$ cat src/rtl/lin_hdr_pkg.sv
package lin_hdr_pkg;
  typedef enum logic [2:0] {
    ST_IDLE,
    ST_DELIM,
    ST_SYNC,
    ST_IDWAIT,
    ST_IDRX
  } hdr_state_t;
endpackage

$ cat src/rtl/lin_rx_sync.sv
module lin_rx_sync #(
  parameter int STAGES = 2
) (
  input  logic clk,
  input  logic rst,
  input  logic rx_pin,
  output logic rx_lvl,
  output logic rx_fall
);
  logic [STAGES-1:0] sh;
  logic              prev;

  always_ff @(posedge clk) begin
    if (rst) begin
      sh   <= '1;
      prev <= 1'b1;
    end else begin
      sh   <= {sh[STAGES-2:0], rx_pin};
      prev <= sh[STAGES-1];
    end
  end

  assign rx_lvl  = sh[STAGES-1];
  assign rx_fall = prev & ~sh[STAGES-1];
endmodule

$ cat src/rtl/lin_brk_det.sv
module lin_brk_det #(
  parameter int DW       = 12,
  parameter int BRK_BITS = 11
) (
  input  logic          clk,
  input  logic          rst,
  input  logic          rx_lvl,
  input  logic          en,
  input  logic [DW-1:0] bit_len,
  output logic          brk
);
  localparam int MW = DW + $clog2(BRK_BITS + 1);

  logic [MW-1:0] low_cnt;
  logic [MW-1:0] thr;

  assign thr = MW'(bit_len) * MW'(BRK_BITS);

  always_ff @(posedge clk) begin
    if (rst || rx_lvl) low_cnt <= '0;
    else if (low_cnt != '1) low_cnt <= low_cnt + 1'b1;
  end

  // pulse on the low cycle whose count equals the threshold
  assign brk = en && !rx_lvl && (thr != '0) && (low_cnt == thr - 1'b1);
endmodule

$ cat src/rtl/lin_sync_meas.sv
module lin_sync_meas #(
  parameter int TW    = 16,
  parameter int EDGES = 5
) (
  input  logic        clk,
  input  logic        rst,
  input  logic        clr,
  input  logic        fall,
  output logic        done,
  output logic [TW:0] span
);
  localparam int EW = $clog2(EDGES + 1);

  logic [EW-1:0] edges;
  logic [TW-1:0] tmr;

  always_ff @(posedge clk) begin
    if (rst || clr) begin
      edges <= '0;
      tmr   <= '0;
      done  <= 1'b0;
      span  <= '0;
    end else begin
      done <= 1'b0;
      if (edges != '0 && tmr != '1) tmr <= tmr + 1'b1;
      if (fall) begin
        if (edges == '0) begin
          edges <= EW'(1);
          tmr   <= '0;
        end else if (edges == EW'(EDGES - 1)) begin
          edges <= '0;
          done  <= 1'b1;
          span  <= {1'b0, tmr} + (TW+1)'(1);
        end else begin
          edges <= edges + 1'b1;
        end
      end
    end
  end
endmodule

$ cat src/rtl/lin_hdr_flag.sv
module lin_hdr_flag (
  input  logic clk,
  input  logic rst,
  input  logic set,
  input  logic st_acc,
  input  logic c3_rd,
  input  logic ie,
  output logic hdr,
  output logic irq
);
  logic armed;
  logic hdr_n;

  always_comb begin
    hdr_n = hdr;
    if (set) hdr_n = 1'b1;
    else if (armed && c3_rd) hdr_n = 1'b0;
  end

  always_ff @(posedge clk) begin
    if (rst) begin
      hdr   <= 1'b0;
      irq   <= 1'b0;
      armed <= 1'b0;
    end else begin
      hdr <= hdr_n;
      irq <= ie & hdr_n;
      if (c3_rd) armed <= 1'b0;
      else if (st_acc && hdr) armed <= 1'b1;
    end
  end
endmodule

$ cat src/rtl/lin_hdr_det.sv
module lin_hdr_det
  import lin_hdr_pkg::*;
#(
  parameter int MANT_W      = 8,
  parameter int FRAC_W      = 4,
  parameter int SYNC_STAGES = 2,
  parameter int TOUT_CYC    = 40000,
  parameter int BRK_BITS    = 11,
  parameter int ID_BITS     = 10,
  parameter int SPAN_BITS   = 8
) (
  input  logic              clk,
  input  logic              rst,
  input  logic              rx_pin,
  input  logic              hdr_mode,
  input  logic              auto_sync,
  input  logic              hdr_irq_en,
  input  logic              status_access,
  input  logic              ctl3_read,
  input  logic              sfs_clear,
  input  logic              wr_mant,
  input  logic              wr_frac,
  input  logic [MANT_W-1:0] wr_data,
  output logic [MANT_W-1:0] div_mant,
  output logic [FRAC_W-1:0] div_frac,
  output logic              hdr_flag,
  output logic              sfs_flag,
  output logic              hdr_irq
);
  localparam int DW  = MANT_W + FRAC_W;
  localparam int TW  = $clog2(TOUT_CYC + 1);
  localparam int QW  = TW + 1;
  localparam int IDW = DW + $clog2(ID_BITS + 1);
  localparam int SH  = $clog2(SPAN_BITS);

  hdr_state_t     st, st_n;
  logic           rx_lvl, rx_fall, brk, meas_done;
  logic [TW:0]    span;
  logic [QW-1:0]  q;
  logic           div_ok, hdr_set, load_div;
  logic [TW-1:0]  tcnt;
  logic [IDW-1:0] idcnt, id_len;
  logic [DW-1:0]  bit_len;
  logic           in_sfs;

  assign bit_len = {div_mant, div_frac};
  assign id_len  = IDW'(bit_len) * IDW'(ID_BITS);

  lin_rx_sync #(.STAGES(SYNC_STAGES)) u_sync (
    .clk(clk), .rst(rst), .rx_pin(rx_pin), .rx_lvl(rx_lvl), .rx_fall(rx_fall)
  );

  lin_brk_det #(.DW(DW), .BRK_BITS(BRK_BITS)) u_brk (
    .clk(clk), .rst(rst), .rx_lvl(rx_lvl), .en(div_mant != '0),
    .bit_len(bit_len), .brk(brk)
  );

  lin_sync_meas #(.TW(TW), .EDGES(5)) u_meas (
    .clk(clk), .rst(rst), .clr(st != ST_SYNC), .fall(rx_fall),
    .done(meas_done), .span(span)
  );

  lin_hdr_flag u_flag (
    .clk(clk), .rst(rst), .set(hdr_set), .st_acc(status_access),
    .c3_rd(ctl3_read), .ie(hdr_irq_en), .hdr(hdr_flag), .irq(hdr_irq)
  );

  // rounded span/8 in sixteenths of a bit
  assign q      = (span + QW'(SPAN_BITS / 2)) >> SH;
  assign div_ok = (q >= QW'(1 << FRAC_W)) && ((q >> DW) == '0);
  assign in_sfs = (st == ST_DELIM) || (st == ST_SYNC);

  always_comb begin
    st_n     = st;
    hdr_set  = 1'b0;
    load_div = 1'b0;
    case (st)
      ST_IDLE: begin
        if (brk) begin
          st_n    = ST_DELIM;
          hdr_set = !hdr_mode;
        end
      end
      ST_DELIM: if (rx_lvl) st_n = ST_SYNC;
      ST_SYNC: begin
        if (meas_done) begin
          if (!div_ok) st_n = ST_IDLE;
          else begin
            load_div = auto_sync;
            st_n     = hdr_mode ? ST_IDWAIT : ST_IDLE;
          end
        end
      end
      ST_IDWAIT: if (rx_fall) st_n = ST_IDRX;
      ST_IDRX: begin
        if (idcnt == id_len - 1'b1) begin
          hdr_set = 1'b1;
          st_n    = ST_IDLE;
        end
      end
      default: st_n = ST_IDLE;
    endcase
    if (st != ST_IDLE) begin
      if (brk || (tcnt == TW'(TOUT_CYC - 1)) || (sfs_clear && in_sfs)) begin
        st_n     = ST_IDLE;
        hdr_set  = 1'b0;
        load_div = 1'b0;
      end
    end
  end

  always_ff @(posedge clk) begin
    if (rst) begin
      st       <= ST_IDLE;
      tcnt     <= '0;
      idcnt    <= '0;
      sfs_flag <= 1'b0;
      div_mant <= '0;
      div_frac <= '0;
    end else begin
      st       <= st_n;
      tcnt     <= (st == ST_IDLE) ? '0 : tcnt + 1'b1;
      idcnt    <= (st == ST_IDRX) ? idcnt + 1'b1 : '0;
      sfs_flag <= (st_n == ST_DELIM) || (st_n == ST_SYNC);
      if (load_div) begin
        {div_mant, div_frac} <= q[DW-1:0];
      end else begin
        if (wr_mant) div_mant <= wr_data;
        if (wr_frac) div_frac <= wr_data[FRAC_W-1:0];
      end
    end
  end
endmodule

$ cat config.mk
export PLATFORM = sky130hd
export DESIGN_NAME = lin_hdr_det
export DESIGN_NICKNAME = d
export VERILOG_FILES = /design/src/rtl/lin_hdr_pkg.sv /design/src/rtl/lin_rx_sync.sv /design/src/rtl/lin_brk_det.sv /design/src/rtl/lin_sync_meas.sv /design/src/rtl/lin_hdr_flag.sv /design/src/rtl/lin_hdr_det.sv
export SDC_FILE = /design/constraint.sdc
export NUM_CORES = 1
export LEC_CHECK = 0
export ABC_AREA = 1
export BUFFER_PORTS_ARGS = -buffer_cell sky130_fd_sc_hd__buf_2
export CAP_MARGIN = 25
export CORE_MARGIN = 2
export CORE_UTILIZATION = 45
export CTS_BUF_LIST = sky130_fd_sc_hd__clkbuf_2
export DETAILED_ROUTE_END_ITERATION = 6
export GPL_ROUTABILITY_DRIVEN = 0
export GPL_TIMING_DRIVEN = 0
export PLACE_DENSITY = 0.62
export SLEW_MARGIN = 40
export SYNTH_ARGS = -nofsm -noshare
export SYNTH_HDL_FRONTEND = slang
export SYNTH_SLANG_ARGS = --single-unit
$ cat constraint.sdc
create_clock -name clk -period 4.2 [get_ports clk]
set_input_delay 0.21 -clock clk [delete_from_list [all_inputs] [get_ports clk]]
set_output_delay 0.21 -clock clk [all_outputs]
set_load 0.01 [all_outputs]
==> impl_metrics.tcl <==
set metrics [dict create \
    status "finished, final reports clean" \
    dr.pass1.iters 6 \
    cp.required_ns 4.77 \
    drv_cap 0 \
    crit_chain "ha_1, fa_1, ha_1, nand2_1, nor2_1, nand3_1, nand4_1, nand2_1, nand3b_2, nand3_1, nand2_1, nor2_1, nand3_4, nand2_2, inv_2, buf_6, nand3_1, nand3_1, nand2_1, inv_1" \
    r2r_slack_ns 0.24 \
    cts_made_buffers 9 \
    clock_skew_ns 0.0334 \
    rr_worst_depth 20 \
    final.setup.tns_ns 0 \
    synth_common_cells "nand2_1 (282), inv_1 (197), nand3_1 (143)" \
    arrival_ns 4.53 \
    worstSetupPathType "flop to flop" \
    post-route-period-util_pct 94.3 \
    synthTopCellsByArea "dfxtp_1 (26%), nand2_1 (13%), inv_1 (9.3%), nand3_1 (9.0%), ha_1 (7.1%)" \
    syn-num-nets 1319 \
    overflow 0 \
    hold_viol 0 \
    leakagePower_uw 0.00410 \
    first_global_vias 6946 \
    synthArstFlopShare_pct 0 \
    rsz0062_at_grt "false" \
    cp-startpoint "div_mant[3]" \
    ant_nets 0 \
    routed_wl_um 19200 \
    start_util_pct 45.9 \
    syn_area_per_cell_um2 6.39 \
    grtUsageTotal_pct 21.1 \
    numPortBuffers 31 \
    ys.flop_type "dfxtp_1" \
    ir_drop_uv 195 \
    vias 7688 \
    max_freq_ghz 0.253 \
    synth-seq-cells 105 \
    max-clock-path-buffers 2 \
    cp_top_family "simple AND/OR/NAND/NOR gates" \
    die_y_um 137 \
    tightest_slew_ns 0.621 \
    cp-start-kind "flop" \
    hold_path.class "primary input to flop" \
    synth_warnings 0 \
    netlist_instances 1244 \
    rows 48 \
    cp.buffers_inverters 3 \
    synth_edf_count 0 \
    crit_cells 20 \
    die_x_um 137 \
    setup_viol 0 \
    clock_latency_ns 0.62 \
    fin_cells 1533 \
    power.density_mw_per_mm2 249 \
    yosysSeqAreaShare_pct 26.5 \
    syn_area_mm2 0.00795 \
    grt_antenna_before_repair 1 \
    htreeDepth 3 \
    endpoint "div_mant[4]" \
    cts_tree "yes" \
    routedWlPerCell_um 12.5 \
    yosys.area.top_type_share_pct 26.5 \
    initialDrtViolationCount 392 \
    dp_hpwl_um 15500 \
    timing.slew.headroom_pct 58.4 \
    min_period_ns 3.96 \
    via_per_inst 5.02 \
    dp.cells 1500 \
    critPathSlowestCell "dfxtp_2" \
    critPathMaxFanout 10 \
    synth.most_common_cell "nand2_1" \
    cp-end-kind "flop" \
    n_fill_cell 1804 \
    final_max_slew_viol_count 0 \
    finalNetCount 1378 \
    regArea_mm2 0.00212 \
    grt_pass1_wl_um 31900 \
    max_stage_delay_ns 0.51 \
    core-area_mm2 0.0173 \
    reg2reg_from "div_mant[3]" \
    cts_sinks 105 \
    pin_count 34 \
    root_buffer "clkbuf_2" \
    rr_endpoint "div_mant[4]" \
    synth.distinct_cells 46 \
    syn2layout_area_growth_pct 10.0 \
    multiInputGateArea_mm2 0.00500 \
    final_layout_size_suffix_gt1_share_pct 8.72 \
    synth_top_area_cell "dfxtp_1" \
    grt_max_degree 19 \
    post_cts_buffers 0 \
    drcViolationCount 0 \
    clk_pin_slew_ns 0.29 \
    dieArea_mm2 0.0187 \
]
[how the worst min path moves through the flow]
stage | depth (start not counted) | end | slack [ns] | from
after floorplan | 1 | u_sync.sh[0] | 0.31 | rx_pin
after global routing | 6 | div_mant[6] | 0.17 | auto_sync
after detailed placement | 2 | u_sync.sh[0] | 0.39 | rx_pin
final | 8 | div_mant[1] | 0.18 | auto_sync
after global placement | 1 | u_sync.sh[1] | 0.39 | u_sync.sh[0]
after CTS | 8 | div_mant[0] | 0.13 | auto_sync
[what timing repair did]
item	CTS	global route
hold buffers	17	0
resized for setup	0	15
setup endpoints to repair	0	17
hold endpoints to repair	17	0
[flip-flops by register name (all words and copies together), names as in the netlist, 2 cells and up]
signal / flops
div_frac: 4
tcnt: 16
idcnt: 16
u_sync.sh: 2
st: 3
u_meas.span: 15
u_brk.low_cnt: 16
u_meas.edges: 3
u_meas.tmr: 16
div_mant: 8
[metrics by stage]
stage	area [um2]	setup slack [ns]	hold slack [ns]	power, uW	utilization [%]
final	8740	0.241	0.181	2170	50.6
after CTS	8720	0.115	0.129	2200	50.4
after global routing	8740	0.00466	0.167	2310	50.6
after floorplan	7950	0.727	0.314	1430	-
after detailed placement	8380	0.189	0.395	1540	48.5
after global placement	8380	0.176	0.392	1540	48.5
[worst register-to-register path: cells and delay by family (launching register included)]
| kind | cells | cell delay (ns) |
|---|---|---|
| fa+ha+maj | 3 | 1.16 |
| buf+inv | 3 | 0.23 |
| flops | 1 | 0.51 |
| simple gates | 14 | 1.98 |
[cell families (layout without fill, tap and decap cells)]
kind of cell | Yosys count | after routing | share of synthesized area, %
AOI/OAI and AO/OA | 164 | 164 | 11.3
xor gates and xnor gates | 41 | 41 | 4.61
adders and majority gates | 56 | 56 | 9.86
buffers and inverters | 221 | 284 | 10.7
DFF | 105 | 105 | 26.5
other | 0 | 1 | 0
and+or+nand+nor | 657 | 657 | 37.0
[final cells by class]
type,count,share of cell area (%)
diodes,1,0.0286
plain buffers,14,0.858
clock buffers,9,0.515
clock inverters,6,1.39
inverters,207,8.89
multi-input cells,918,57.1
flip-flops and latches,105,24.2
well taps,225,3.22
repair buffers,48,3.72
[placed cells by master (no fill, tap or decap), drive strengths merged, types with 2 or more instances in the layout]
| master | instances |
|---|---|
| a211oi | 6 |
| nor3b | 4 |
| buf | 37 |
| a21oi | 74 |
| nand4 | 14 |
| nand2 | 298 |
| inv | 206 |
| dfxtp | 105 |
| clkbuf | 17 |
| bufinv | 3 |
| clkinv | 4 |
| nor3 | 25 |
| o31ai | 2 |
| nor2 | 142 |
| dlygate4sd3 | 17 |
| o211ai | 5 |
| and2 | 2 |
| o21a | 2 |
| or2 | 7 |
| nand3b | 7 |
| nand3 | 150 |
| fa | 11 |
| xnor2 | 6 |
| nor4 | 8 |
| a31oi | 5 |
| o21bai | 6 |
| xor2 | 35 |
| ha | 45 |
| o21ai | 61 |
[routing by layer]
| metal | vias to the layer above | GRT usage (%) | wire [um] |
|---|---|---|---|
| li1 | 4120 | - | - |
| met1 | 3454 | 29.3 | 9730 |
| met2 | 104 | 35.2 | 8730 |
| met3 | 10 | 3.44 | 615 |
| met4 | 0 | 3.44 | 124 |
| met5 | - | 0 | 0 |
[power by group]
group          switching [uW]  total [uW]  leakage, uW  internal [uW]
combinational             326         513      0.00315            188
sequential               18.8        1030     0.000853           1010
clock                     367         631    0.0000964            264
total                     712        2170      0.00410           1460
(Power assumes the default switching activity.)
